===== src/rtl/gpf_pkg.sv =====
package gpf_pkg;
  localparam int WORD_W  = 32;
  localparam int PKT_MAX = 12;
  localparam int LEN_W   = 4;
  localparam int ENV_N   = 8;

  function automatic logic [LEN_W-1:0] extra_words(input logic [7:0] op);
    logic [LEN_W-1:0] n;
    n = '0;
    case (op[7:5])
      3'b000: if (op[4:0] == 5'h02) n = 4'd2;
      3'b001: begin
        case (op[4:2])
          3'd0: n = 4'd3;
          3'd1: n = 4'd6;
          3'd2: n = 4'd4;
          3'd3: n = 4'd8;
          3'd4: n = 4'd5;
          3'd5: n = 4'd8;
          3'd6: n = 4'd7;
          default: n = 4'd11;
        endcase
      end
      3'b010: begin
        case (op[4:3])
          2'd0: n = 4'd2;
          2'd3: n = 4'd4;
          default: n = 4'd3;
        endcase
      end
      3'b011: begin
        case (op[4:2])
          3'd0: n = 4'd2;
          3'd1: n = 4'd3;
          3'd3: n = 4'd0;
          3'd5: n = 4'd2;
          3'd7: n = 4'd2;
          default: n = 4'd1;
        endcase
      end
      3'b100: if (op[4:0] == 5'h00) n = 4'd3;
      3'b101, 3'b110: if (op[4:0] == 5'h00) n = 4'd2;
      default: n = '0;
    endcase
    return n;
  endfunction

  function automatic logic is_img_op(input logic [7:0] op);
    return (op == 8'hA0) || (op == 8'hC0);
  endfunction

  function automatic logic is_env_op(input logic [7:0] op);
    return op[7:3] == 5'b11100;
  endfunction
endpackage


===== src/rtl/gpf_rst_sync.sv =====
module gpf_rst_sync (
  input  logic clk,
  input  logic rst_n,
  output logic rst_n_sync
);
  logic [1:0] sync_q;

  always_ff @(posedge clk or negedge rst_n) begin
    if (!rst_n) sync_q <= 2'b00;
    else        sync_q <= {sync_q[0], 1'b1};
  end

  assign rst_n_sync = sync_q[1];
endmodule


===== src/rtl/gpf_collect.sv =====
module gpf_collect
  import gpf_pkg::*;
#(
  parameter int DEPTH = 16
) (
  input  logic                      clk,
  input  logic                      rst_n,
  input  logic                      clr,
  input  logic                      img_busy,
  input  logic                      in_valid,
  input  logic [WORD_W-1:0]         in_data,
  output logic                      in_ready,
  output logic                      pkt_valid,
  output logic [PKT_MAX*WORD_W-1:0] pkt_data,
  output logic [LEN_W-1:0]          pkt_len,
  output logic                      partial,
  output logic                      xfer_valid,
  output logic [WORD_W-1:0]         xfer_pos,
  output logic [WORD_W-1:0]         xfer_size,
  output logic                      xfer_rd,
  output logic                      cap_en,
  output logic [WORD_W-1:0]         cap_word
);
  localparam int CNT_W = $clog2(DEPTH + 1);

  logic [DEPTH-1:0][WORD_W-1:0]   buf_q;
  logic [CNT_W-1:0]               cnt_q, cnt_d;
  logic [PKT_MAX-1:0][WORD_W-1:0] asm_d;
  logic                           take, last, img;
  logic [7:0]                     op;
  logic [LEN_W-1:0]               need;

  assign in_ready = (cnt_q != CNT_W'(DEPTH)) && !img_busy && !clr;
  assign take     = in_valid && in_ready;
  assign op       = (cnt_q == '0) ? in_data[31:24] : buf_q[0][31:24];
  assign need     = LEN_W'(1) + extra_words(op);
  assign last     = take && ((cnt_q + CNT_W'(1)) == CNT_W'(need));
  assign img      = is_img_op(op);
  assign partial  = (cnt_q != '0);
  assign cap_en   = last && is_env_op(op);
  assign cap_word = in_data;

  // next-state for the word count
  always_comb begin
    cnt_d = cnt_q;
    if (clr)       cnt_d = '0;
    else if (take) cnt_d = last ? '0 : cnt_q + CNT_W'(1);
  end

  // packet assembly: stored words below the count, new word at the count
  for (genvar k = 0; k < PKT_MAX; k++) begin : g_asm
    always_comb begin
      if (CNT_W'(k) < cnt_q)       asm_d[k] = buf_q[k];
      else if (CNT_W'(k) == cnt_q) asm_d[k] = in_data;
      else                         asm_d[k] = '0;
    end
  end

  // word storage, one clock enable per entry
  for (genvar i = 0; i < DEPTH; i++) begin : g_buf
    logic wr_en;
    assign wr_en = take && !last && (cnt_q == CNT_W'(i));
    always_ff @(posedge clk) begin
      if (wr_en) buf_q[i] <= in_data;
    end
  end

  always_ff @(posedge clk or negedge rst_n) begin
    if (!rst_n) begin
      cnt_q      <= '0;
      pkt_valid  <= 1'b0;
      xfer_valid <= 1'b0;
    end else begin
      cnt_q      <= cnt_d;
      pkt_valid  <= last && !img;
      xfer_valid <= last && img;
    end
  end

  always_ff @(posedge clk) begin
    if (last && !img) begin
      pkt_data <= asm_d;
      pkt_len  <= need;
    end
    if (last && img) begin
      xfer_pos  <= buf_q[1];
      xfer_size <= in_data;
      xfer_rd   <= (op == 8'hC0);
    end
  end


  pkt_len_chk: assert property (@(posedge clk) disable iff (!rst_n)
    pkt_valid |-> (pkt_len == LEN_W'(1) + extra_words(pkt_data[31:24])));

  no_img_pkt_chk: assert property (@(posedge clk) disable iff (!rst_n)
    pkt_valid |-> !is_img_op(pkt_data[31:24]));

  xfer_gap_chk: assert property (@(posedge clk) disable iff (!rst_n)
    xfer_valid |=> !xfer_valid);

  xfer_excl_chk: assert property (@(posedge clk) disable iff (!rst_n)
    !(xfer_valid && pkt_valid));

  busy_stall_chk: assert property (@(posedge clk) disable iff (!rst_n)
    img_busy |-> !in_ready);

  clr_empty_chk: assert property (@(posedge clk) disable iff (!rst_n)
    clr |=> !partial);
endmodule


===== src/rtl/gpf_env_bank.sv =====
module gpf_env_bank
  import gpf_pkg::*;
(
  input  logic                    clk,
  input  logic                    rst_n,
  input  logic                    cap_en,
  input  logic [WORD_W-1:0]       cap_word,
  output logic [ENV_N*WORD_W-1:0] env_flat,
  output logic [12:0]             stat
);
  logic [ENV_N-1:0][WORD_W-1:0] env_q;

  for (genvar i = 0; i < ENV_N; i++) begin : g_env
    logic en;
    assign en = cap_en && (cap_word[26:24] == 3'(i));
    always_ff @(posedge clk or negedge rst_n) begin
      if (!rst_n)  env_q[i] <= {8'(8'hE0 + i), 24'h0};
      else if (en) env_q[i] <= cap_word;
    end

    env_tag_chk: assert property (@(posedge clk) disable iff (!rst_n)
      env_q[i][31:24] == 8'(8'hE0 + i));
  end

  assign env_flat = env_q;
  assign stat     = {env_q[6][1:0], env_q[1][10:0]};
endmodule


===== src/rtl/gpu_cmd_framer.sv =====
module gpu_cmd_framer
  import gpf_pkg::*;
#(
  parameter int DEPTH = 16
) (
  input  logic                      clk,
  input  logic                      rst_n,
  input  logic                      cmd_clr,
  input  logic                      img_wr_busy,
  input  logic                      in_valid,
  input  logic [WORD_W-1:0]         in_data,
  output logic                      in_ready,
  output logic                      pkt_valid,
  output logic [PKT_MAX*WORD_W-1:0] pkt_data,
  output logic [LEN_W-1:0]          pkt_len,
  output logic                      pkt_partial,
  output logic                      xfer_valid,
  output logic [WORD_W-1:0]         xfer_pos,
  output logic [WORD_W-1:0]         xfer_size,
  output logic                      xfer_rd,
  output logic [ENV_N*WORD_W-1:0]   env_regs,
  output logic [12:0]               stat_bits
);
  logic              rst_n_sync;
  logic              cap_en;
  logic [WORD_W-1:0] cap_word;

  gpf_rst_sync u_rst (
    .clk(clk), .rst_n(rst_n), .rst_n_sync(rst_n_sync)
  );

  gpf_collect #(.DEPTH(DEPTH)) u_collect (
    .clk(clk), .rst_n(rst_n_sync), .clr(cmd_clr), .img_busy(img_wr_busy),
    .in_valid(in_valid), .in_data(in_data), .in_ready(in_ready),
    .pkt_valid(pkt_valid), .pkt_data(pkt_data), .pkt_len(pkt_len),
    .partial(pkt_partial), .xfer_valid(xfer_valid), .xfer_pos(xfer_pos),
    .xfer_size(xfer_size), .xfer_rd(xfer_rd),
    .cap_en(cap_en), .cap_word(cap_word)
  );

  gpf_env_bank u_env (
    .clk(clk), .rst_n(rst_n_sync), .cap_en(cap_en), .cap_word(cap_word),
    .env_flat(env_regs), .stat(stat_bits)
  );
endmodule


===== config.mk =====
export PLATFORM = sky130hd
export DESIGN_NAME = gpu_cmd_framer
export DESIGN_NICKNAME = d
export VERILOG_FILES = /design/src/rtl/gpf_pkg.sv /design/src/rtl/gpf_rst_sync.sv /design/src/rtl/gpf_collect.sv /design/src/rtl/gpf_env_bank.sv /design/src/rtl/gpu_cmd_framer.sv
export SDC_FILE = /design/constraint.sdc
export NUM_CORES = 1
export LEC_CHECK = 0
export ABC_AREA = 1
export BUFFER_PORTS_ARGS = -buffer_cell sky130_fd_sc_hd__buf_4
export CAP_MARGIN = 40
export CORE_MARGIN = 2
export CORE_UTILIZATION = 40
export CTS_CLUSTER_SIZE = 14
export DETAILED_ROUTE_END_ITERATION = 10
export PLACE_DENSITY = 0.58
export SETUP_SLACK_MARGIN = 0.2
export SYNTH_ARGS = -nofsm -noshare
export SYNTH_HDL_FRONTEND = slang
export SYNTH_SLANG_ARGS = --single-unit
export TNS_END_PERCENT = 30

===== constraint.sdc =====
create_clock -name clk -period 8.55 [get_ports clk]
set_input_delay 0 -clock clk [delete_from_list [all_inputs] [get_ports clk]]
set_output_delay 0 -clock clk [all_outputs]
set_load 0.02 [all_outputs]

# After elaboration in Yosys (flattened, before gate mapping)
# Index checks and enable logic that the tools add are counted.
[word_totals]
reg_bits = 1102
in_bits = 37
out_inout_bits = 726
[classes]
add_sub_neg = 2
magnitude_cmp = 12
n_eq_ne = 49
muxes = 35
n_reduce_logical = 44
[ops]
columns = ["cell", "count"]
rows = [
  ["$mux 32", 24],
  ["$pmux 4 s6", 2],
  ["$eq 3x3->1 const B", 11],
  ["$logic_and 1x1->1", 28],
  ["$eq 3x5->1 const A", 4],
  ["$eq 4x5->1 const A", 4],
  ["$eq 5x3->1 const B", 4],
  ["$eq 5x4->1 const B", 4],
  ["$lt 3x5->1 const A", 4],
  ["$lt 4x5->1 const A", 4],
  ["$eq 3x2->1 const B", 6],
  ["$eq 8x8->1 const B", 2],
  ["$eq 5x2->1 const B", 3],
  ["$mux 5", 3],
  ["$eq 2x5->1 const A", 2],
  ["$logic_not 5->1", 2],
  ["$lt 1x5->1 const A", 2],
  ["$lt 2x5->1 const A", 2],
  ["$eq 3x1->1 const B", 3],
  ["$logic_not 3->1", 3],
  ["$mux 8", 1],
  ["$mux 2", 3],
  ["$pmux 2 s3", 1],
  ["$pmux 3 s2", 1],
  ["other kinds (15)", 19],
]

# Depth between registers and ports, before layout
# Gate-level depths: netlist (run 1).
[logic_depth]
depth_word = 12
mapped_depth = 27
mapped_depth_nobuf = 24

# Modules after synthesis
# A second synthesis (run 1) with hierarchy kept.
[unflattened]
cells_unflattened = 3258
area_unflattened_um2 = 41478.5
[by_module_without_submodules]
columns = ["mod", "instances", "cells_per_inst", "area_each_um2"]
rows = [
  ["gpf_collect", 1, 2125, 31396.4],
  ["gpf_env_bank", 1, 1130, 10028.4],
  ["gpf_rst_sync", 1, 3, 53.8],
]

# Worst setup path before layout (run 1)
# Ideal clock, no wire load.
[synth_path]
path_type = "reg-to-reg"
start = "register u_collect.cnt_q[0]"
end = "register u_collect.pkt_valid"
setup_ns = 1.826
arrival_ns = 19.665
required_time_ns = 6.724
setup_slack_ns = -12.942
path_stages_with_launch = 25
cell_sequence = "dfrtp_1 > buf_2 > inv_1 > ha_1 > inv_2 > nor2_8 > nand2_4 > nand2_1 > nand2_2 > ha_1 > inv_1 > nor2_1 > nor2_2 > nand3_2 > ha_1 > xor2_1 > nor2_1 > nand3_1 > nor2_1 > nand3_2 > nor2_4 > buf_4 > buf_4 > inv_2 > nor2_1"
[synth_between]
elab_chain_len = 10
word_cells_on_any_way = 44
[synth_lines]
columns = ["element", "line", "rtl"]
rows = [
  ["start: declaration", "gpf_collect.sv:27", "logic [CNT_W-1:0] cnt_q, cnt_d;"],
  ["start signal: assignment", "gpf_collect.sv:74", "cnt_q <= cnt_d;"],
  ["$logic_not 5->1 (*)", "gpf_collect.sv:35", "assign op = (cnt_q == '0) ? in_data[31:24] : buf_q[0][31:24];"],
  ["$mux 8 (*)", "gpf_collect.sv:35", ""],
  ["$eq 3x2->1 (tied with other cells)", "gpf_pkg.sv:13, gpf_pkg.sv:32", ""],
  ["$reduce_or 2->1 (no line) or $reduce_or 3->1 (tied branches)", "--", ""],
  ["$pmux 4 s6 or $pmux 2 s3 (tied branches)", "gpf_pkg.sv:13, gpf_pkg.sv:32", ""],
  ["$pmux 4 s6 (*)", "gpf_pkg.sv:10", "case (op[7:5])"],
  ["$add 1x4->4 (*)", "gpf_collect.sv:36", "assign need = LEN_W'(1) + extra_words(op);"],
  ["net u_collect.need[1]", "gpf_collect.sv:31", "logic [LEN_W-1:0] need;"],
  ["$eq 5x4->1 (*)", "gpf_collect.sv:37", "assign last = take && ((cnt_q + CNT_W'(1)) == CNT_W'(need));"],
  ["$logic_and 1x1->1 (*)", "gpf_collect.sv:37", ""],
  ["$logic_and 1x1->1 (*)", "gpf_collect.sv:75", "pkt_valid <= last && !img;"],
  ["end signal: assignment", "gpf_collect.sv:75", ""],
  ["end: declaration", "gpf_collect.sv:13", "output logic pkt_valid,"],
]
# The timed path passes the listed nets; every way through them passes the cells marked *.
# A chain may end at the register's enable or synchronous reset.

# Worst setup path after layout (run 1)
[layout_path]
start = "register u_collect.cnt_q[0]"
end = "register u_collect.pkt_data[37] (enable)"
[layout_between]
elab_chain_len = 10
word_cells_on_any_way = 44
[layout_lines]
columns = ["element", "line", "rtl"]
rows = [
  ["$logic_not 5->1 (*)", "gpf_collect.sv:35", ""],
  ["$mux 8 (*)", "gpf_collect.sv:35", ""],
  ["$eq 3x2->1 (tied with other cells)", "gpf_pkg.sv:13, gpf_pkg.sv:32", ""],
  ["$reduce_or 2->1 (no line) or $reduce_or 3->1 (tied branches)", "--", ""],
  ["$pmux 4 s6 or $pmux 2 s3 (tied branches)", "gpf_pkg.sv:13, gpf_pkg.sv:32", ""],
  ["$pmux 4 s6 (*)", "gpf_pkg.sv:10", ""],
  ["$add 1x4->4 (*)", "gpf_collect.sv:36", ""],
  ["net u_collect.need[1]", "gpf_collect.sv:31", ""],
  ["$eq 5x4->1 (*)", "gpf_collect.sv:37", ""],
  ["$logic_and 1x1->1 (*)", "gpf_collect.sv:37", ""],
  ["$logic_and 1x1->1 (*)", "gpf_collect.sv:81", "if (last && !img) begin"],
  ["end signal: assignment", "gpf_collect.sv:82", "pkt_data <= asm_d;"],
  ["end: declaration", "gpf_collect.sv:14", "output logic [PKT_MAX*WORD_W-1:0] pkt_data,"],
]
# Marks and branches as above.

==> results.sh, run 1 <==
export IMPL_outcome="finished clean"
export IMPL_postSynthCellCount=3255
export IMPL_gp_congestion=0.843
export IMPL_ctsResizeCount=0
export IMPL_synth_top_family_by_area="simple AND/OR/NAND/NOR gates"
export IMPL_grt_ovfl_total=0
export IMPL_dpl_instance_area_um2=49300
export IMPL_antenna_found_initial=1
export IMPL_setup_violations=0
export IMPL_cts_root_buf="clkbuf_16"
export IMPL_min_path_type="in2reg"
export IMPL_max_freq_mhz=174
export IMPL_tightest_slew_ns=1.11
export IMPL_finalPower_mw=11.9
export IMPL_end_kind="flip-flop"
export IMPL_path_clk_slew_ns=0.06
export IMPL_io_pin_count=763
export IMPL_max_slew_margin_pct=25.8
export IMPL_cts_max_path_buffers=3
export IMPL_grt_first_pass_wirelength_um=209000
export IMPL_syn_to_final_growth_pct=27.1
export IMPL_leakage_nw=22.2
export IMPL_startpoint_type="flip-flop"
export IMPL_yosys_register_bits=1102
export IMPL_crit_required_ns=8.86
export IMPL_core_area_um2=104000
export IMPL_netlist_area_um2=42000
export IMPL_vias_per_cell=5.45
export IMPL_htreeDepth=3
export IMPL_cp_data_arrival_time_ns=6.05
export IMPL_yosysWarnings=0
export IMPL_drc=0
export IMPL_start_util_pct=40.5
export IMPL_synth_cell_type_count=34
export IMPL_hpwl_um=94700
export IMPL_path_class="reg2reg"
export IMPL_cts_tree="built"
export IMPL_hold_viol=0
export IMPL_dr_total_vias=29713
export IMPL_yosys_area_share_simple_pct=14.4
export IMPL_ir_worst_vdd_v=0.000172
export IMPL_clock_skew_ns=0.0377
export IMPL_port_buffers=762
export IMPL_syn_num_nets=3297
export IMPL_synth_seq_area_share_pct=75.7
export IMPL_synth_adder_area_share_pct=0.149
export IMPL_clock_sinks=1102
export IMPL_nNetsFinal=4020
export IMPL_maxSlewViolCount=0
export IMPL_layout_common_cells="edfxtp_1 (837), buf_4 (811), nand2_1 (760)"
export IMPL_clk_latency_ns=0.71
export IMPL_muxShareOfSynthArea_pct=0
export IMPL_final_area_um2=53400
export IMPL_rows=118
export IMPL_numCtsBuffers=113
export IMPL_detail_route_antenna_nets=0
export IMPL_drt_total_wl_um=151000
export IMPL_final_period_utilization_pct=67.1
export IMPL_postLayoutCoreUtil_pct=51.4
export IMPL_drt_iter0_drc=3474
export IMPL_synth_avg_cell_area_um2=12.9
export IMPL_crit_fanout=168
export IMPL_die_area_um2=108000
export IMPL_synth_compound_area_share_pct=5.23
export IMPL_period_needed_ns=5.74
export IMPL_fp_dieH_um=328
export IMPL_grt_usage_pct=27.1
export IMPL_powerDensity_nw_per_um2=223
export IMPL_grt_pass1_vias=27713
export IMPL_drive_above_1_share_pct=27.3
export IMPL_layout_commonest_cell="edfxtp_1"
export IMPL_drt_first_pass_iters=6
export IMPL_maxCapViolations=0
export IMPL_synth_xor_area_share_pct=0.0417
export IMPL_wl_per_cell_um=27.6
export IMPL_die_w_um=328
export IMPL_rsz0062_at_grt="no"
export IMPL_grt_max_degree=223
critical path: stages, from the launching register on:
cell and delay (ns):
dfrtp_1 0.69, inv_6 0.09, ha_4 0.20, inv_4 0.12, nor2_8 0.07, nand2_4 0.41, nand2_1 0.18, nand2_4 0.16
inv_2 0.05, nor2_1 0.17, nand2_1 0.08, nand2_1 0.07, nor2_1 0.06, a21boi_2 0.22, ha_4 0.24, xor2_1 0.13
nor2_1 0.16, nand3_1 0.11, nor2_1 0.16, nand3_2 0.11, nor2_4 0.34, inv_2 0.12, nor2_4 0.42, buf_12 0.66
cells in the mapped netlist (all sizes together):
library cell | instances | area share [%]
a21oi | 3 | 0.036
inv | 184 | 1.6
xor2 | 2 | 0.042
nand2 | 780 | 7.1
o31ai | 57 | 1.0
nand4 | 247 | 4.0
nor3 | 14 | 0.17
dfrtp | 229 | 14
dfstp | 36 | 2.3
ha | 5 | 0.15
o21ai | 302 | 3.6
a21boi | 1 | 0.018
nor2 | 43 | 0.56
clkinv | 5 | 0.045
o22ai | 36 | 0.54
nand3 | 214 | 2.6
edfxtp | 837 | 60
buf | 86 | 1.3
a311oi | 1 | 0.021
conb | 1 | 0.0089
clkbuf | 172 | 1.5
what timing repair did:
item / CTS / global route
hold buffers: 37 / 0
hold endpoints to repair: 773 / 0
buffers inserted: 0 / 0
metal layers:
layer	share of wire (%)	up-vias	global-route usage, %
li1	-	13042	-
met1	40	15034	35.8
met2	49	1376	44.7
met3	6.6	261	4.05
met4	4.4	0	11.8
met5	0	-	0
flip-flops by register name, summed over array words and instances (netlist names):
register / count
u_collect.buf_q: 384
u_collect.pkt_data: 384
u_env.env_flat: 256
u_collect.xfer_pos: 32
u_collect.xfer_size: 32
u_collect.cnt_q: 5
u_collect.pkt_len: 4
u_rst.sync_q: 2
u_collect.pkt_valid: 1
u_collect.xfer_rd: 1
u_collect.xfer_valid: 1
stage by stage:
stage	worst slack, ns	instances	setup TNS [ns]	hold slack, ns
6_report	2.81	5456	0	0.111
5_1_grt	2.47	5454	0	0.116
4_1_cts	2.83	5454	0	0.0692
3_5_place_dp	2.86	5206	0	-0.216
3_3_place_gp	2.79	5192	0	-0.216
2_1_floorplan	-0.691	3255	-239.00	-0.296
layout make-up:
| class | instances | area (µm²) |
|---|---|---|
| Fill cell | 9050 | 50400 |
| Sequential cell | 1102 | 31800 |
| Multi-Input combinational cell | 1706 | 8580 |
| Timing Repair Buffer | 866 | 6830 |
| Clock buffer | 156 | 3180 |
| Tap cell | 1380 | 1730 |
| Inverter | 189 | 719 |
| Clock inverter | 55 | 553 |
| Antenna cell | 2 | 5.00 |
worst paths after layout:
check                                          startpoint                               end  slack, ns  cells past startpoint
hold / removal                                img_wr_busy    u_env.env_flat[61]$_DFFE_PN1P_       0.11                      7
setup / recovery           u_collect.cnt_q[0]$_DFFE_PN0P_  u_collect.pkt_data[37]$_DFFE_PP_       2.81                     23
setup reg to reg           u_collect.cnt_q[0]$_DFFE_PN0P_  u_collect.pkt_data[37]$_DFFE_PP_       2.81                     23
min in group asynchronous                           rst_n         u_rst.sync_q[1]$_DFF_PN0_       0.15                      3
hold reg to reg                 u_rst.sync_q[1]$_DFF_PN0_   u_env.env_flat[195]$_DFFE_PN0P_       0.21                      0
max in group asynchronous       u_rst.sync_q[1]$_DFF_PN0_    u_collect.cnt_q[3]$_DFFE_PN0P_       6.81                      2
kinds of logic (layout without fill, tap and decap cells):
family	after synthesis	count (layout)
AND/OR/NAND/NOR	1298	1298
AO/OA/AOI/OAI	400	400
XOR/XNOR	2	2
other	1	3
buffers and inverters	447	1266
adder cells (fa/ha/maj)	5	5
flip-flops	1102	1102
where the power goes:
part | internal, mW | switching [mW]
logic | 0.255 | 0.713
clock network | 2.84 | 2.11
registers | 5.94 | 0.0745
No activity file was read; power rests on OpenSTA's default activity.
==> run 2, diff against run 1 <==
Settings changed: ABC_AREA 1 to 0.
Clock period 8.55 ns to 5.82 ns, I/O delays scaled along.
==> run 2 against run 1 <==
Compared with the run above: register-to-register slack got worse by 2.0 ns; utilization about the same; worst setup slack got worse by 2.0 ns; via count decreased by 16%; flip-flop and latch count unchanged; non-clock buffer count decreased by 19; sequential power increased by 51%; critical endpoint is now u_env.env_flat[131]$_DFFE_PN0P_.
==> results.sh, run 2 <==
export IMPL_grt_ovfl_total=0
export IMPL_hold_viol=0
export IMPL_setup_violations=0
export IMPL_synth_most_common_cell="edfxtp_1"
export IMPL_drive_above_1_share_pct=35.7
export IMPL_clock_sinks=1102
export IMPL_drt_iter0_drc=2230
export IMPL_maxSlewViolCount=0
export IMPL_max_slew_margin_pct=36.3
export IMPL_gp_congestion=0.882
export IMPL_end_kind="flip-flop"
export IMPL_rsz0062_at_grt="no"
export IMPL_syn_to_final_growth_pct=28.1
export IMPL_synth_cell_type_count=55
export IMPL_grt_max_degree=162
export IMPL_nNetsFinal=3321
export IMPL_yosysWarnings=0
export IMPL_drt_first_pass_iters=6
export IMPL_netlist_area_um2=40900
export IMPL_grt_first_pass_wirelength_um=178000
export IMPL_place_inst=4495
export IMPL_power_share_clock_pct=38.9
export IMPL_cts_max_path_buffers=3
export IMPL_postLayoutCoreUtil_pct=51.5
export IMPL_dr_total_vias=25066
export IMPL_cts_tree="built"
export IMPL_critical_path_max_stage_delay_ns=0.52
export IMPL_vias_per_cell=5.28
export IMPL_drc=0
export IMPL_crit_fanout=36
export IMPL_max_freq_mhz=198
export IMPL_p_seq_share_pct=50.1
export IMPL_hpwl_um=83400
export IMPL_cts_root_buf="clkbuf_16"
export IMPL_fp_dieH_um=324
export IMPL_path_class="reg2reg"
export IMPL_tightest_slew_ns=0.955
export IMPL_p_switching_mw=4.58
export IMPL_core_area_um2=102000
export IMPL_synth_flop_cell="edfxtp_1"
export IMPL_synth_area_leaders="edfxtp_1 (62%), dfrtp_1 (14%), a22o_1 (4.1%)"
export IMPL_finalPower_mw=18.1
export IMPL_min_path_type="in2reg"
export IMPL_yosysTopAreaCell="edfxtp_1"
export IMPL_maxCapViolations=0
export IMPL_final_cells=4743
export IMPL_synth_seq_area_share_pct=77.9
export IMPL_grt_pass1_vias=24635
export IMPL_outcome="finished clean"
export IMPL_ir_worst_vdd_v=0.000226
export IMPL_cp_data_arrival_time_ns=5.63
export IMPL_yosys_top_cells_count="edfxtp_1 (837), nand2_1 (403), dfrtp_1 (229)"
export IMPL_io_pin_count=763
export IMPL_antenna_found_initial=5
export IMPL_yosysTopAreaCellShare_pct=61.5
export IMPL_dpl_instance_area_um2=48300
export IMPL_die_area_um2=105000
export IMPL_crit_required_ns=6.41
export IMPL_powerDensity_nw_per_um2=347
export IMPL_wl_per_cell_um=26.9
export IMPL_clock_skew_ns=0.0187
export IMPL_final_area_um2=52300
export IMPL_cts_setup_buffers=0
export IMPL_syn_num_nets=2578
export IMPL_nFillCells=8510
export IMPL_startpoint_type="flip-flop"
export IMPL_layout_commonest_cell="edfxtp_1"
export IMPL_whs_ns=0.125
export IMPL_final_period_utilization_pct=86.7
export IMPL_comb_power_share_pct=11.0
export IMPL_drt_total_wl_um=128000
export IMPL_yosys_register_bits=1102
export IMPL_period_needed_ns=5.05
export IMPL_numCtsBuffers=112
export IMPL_die_w_um=324
export IMPL_synth_avg_cell_area_um2=16.1
export IMPL_grt_usage_pct=23.8
export IMPL_port_buffers=762
export IMPL_htreeDepth=3
export IMPL_multiInputGateArea_um2=8310
export IMPL_area_sequential_um2=31800
export IMPL_ctsResizeCount=0
export IMPL_postSynthCellCount=2536
export IMPL_leakage_nw=21.2
export IMPL_start_util_pct=40.2
export IMPL_p_int_mw=13.6
export IMPL_rows=117
export IMPL_async_flop_share_pct=24.0
export IMPL_path_clk_slew_ns=0.07
export IMPL_clk_latency_ns=0.70
export IMPL_crit_chain="inv_4 -> ha_4 -> nor4b_4 -> buf_4 -> mux2i_1 -> nor2b_4 -> nor3_4 -> inv_2 -> ha_4 -> xnor2_1 -> nand3_1 -> nor3_2 -> buf_4 -> nand4_1 -> buf_4 -> mux2_2"
export IMPL_crit_slowest_cell="nand4_1"
export IMPL_swShare_pct=25.2
export IMPL_layout_common_cells="edfxtp_1 (837), buf_4 (787), nand2_1 (399)"
export IMPL_synth_edf_count=837
export IMPL_cp_common_cell="buf_4"
export IMPL_detail_route_antenna_nets=0
-- run 2: cell count changes after synthesis, moves of 25 or more --
| cell | previous run | this run |
|---|---|---|
| o22ai_1 | 36 | 0 |
| nand4_1 | 238 | 3 |
| nand2_1 | 768 | 403 |
| mux2_1 | 0 | 109 |
| nand3_1 | 209 | 104 |
| o31ai_1 | 57 | 4 |
| o21ai_0 | 299 | 104 |
| mux2_2 | 0 | 125 |
| inv_1 | 178 | 5 |
| and2_1 | 0 | 25 |
| a22o_1 | 0 | 192 |
-- run 2: power groups by stage --
stage	sequential, mW	combinational (mW)	clock, mW
after global routing	9.12	2.12	7.50
after CTS	9.10	2.00	7.20
after floorplan	9.62	0.676	0
after global placement	9.25	1.94	0
final	9.10	1.99	7.06
after detailed placement	9.25	1.98	0
-- run 2: final timing paths --
| kind | startpoint | to | slack, ns | cells after the start |
|---|---|---|---|---|
| min in group asynchronous | rst_n | u_rst.sync_q[0]$_DFF_PN0_ | 0.18 | 3 |
| hold / removal | img_wr_busy | u_collect.cnt_q[3]$_DFFE_PN0P_ | 0.12 | 4 |
| max in group asynchronous | u_rst.sync_q[1]$_DFF_PN0_ | u_env.env_flat[185]$_DFFE_PN0P_ | 4.39 | 1 |
| hold reg to reg | u_rst.sync_q[1]$_DFF_PN0_ | u_env.env_flat[109]$_DFFE_PN0P_ | 0.23 | 0 |
| setup reg to reg | u_collect.cnt_q[1]$_DFFE_PN0P_ | u_env.env_flat[131]$_DFFE_PN0P_ | 0.77 | 16 |
| setup / recovery | u_collect.cnt_q[1]$_DFFE_PN0P_ | u_env.env_flat[131]$_DFFE_PN0P_ | 0.77 | 16 |
-- run 2: logic make-up (layout without fill, tap and decap cells) --
logic type | count (synthesis) | after routing | synth area share [%]
mux | 238 | 238 | 6.55
buf+inv | 225 | 1062 | 2.27
flops | 1102 | 1102 | 77.9
compound gates | 326 | 326 | 5.96
simple gates | 630 | 630 | 6.97
fa+ha+maj | 5 | 5 | 0.153
xor+xnor | 9 | 9 | 0.227
other cells | 1 | 3 | 0.00918
-- run 2: through the flow --
stage	setup slack, ns	TNS [ns]
floorplan	-3.49	-1965.23
detailed placement	0.846	0
CTS	0.809	0
global route	0.548	0
global placement	0.946	0
finish	0.775	0
-- run 2: area by class of cell --
class | instances | share of cell area [%]
clock buffers | 142 | 5.78
diodes | 2 | 0.00957
flip-flops and latches | 1102 | 60.8
multi-input cells | 1209 | 15.9
inverters | 7 | 0.0574
repair buffers | 847 | 13.0
clock inverters | 66 | 1.14
well taps | 1368 | 3.27
-- run 2: what timing repair did --
action / CTS / global route
hold buffers: 38 / 0
hold endpoints to repair: 783 / 0
setup endpoints to repair: 0 / 0
-- run 2: worst max-delay path, delay by kind of cell, from the launching register on --
kind	cells	cell delay, ns
AND/OR/NAND/NOR	6	1.63
XOR/XNOR	1	0.11
buffers and inverters	5	1.44
multiplexers	2	0.79
adder cells (fa/ha/maj)	2	0.45
flip-flops	1	0.49
-- run 2: layer usage --
metal | wire length (µm) | global-route usage, %
met3 | 10600 | 5.19
met2 | 61600 | 39.1
met5 | 0 | 0
met1 | 52200 | 31.7
met4 | 3430 | 7.36
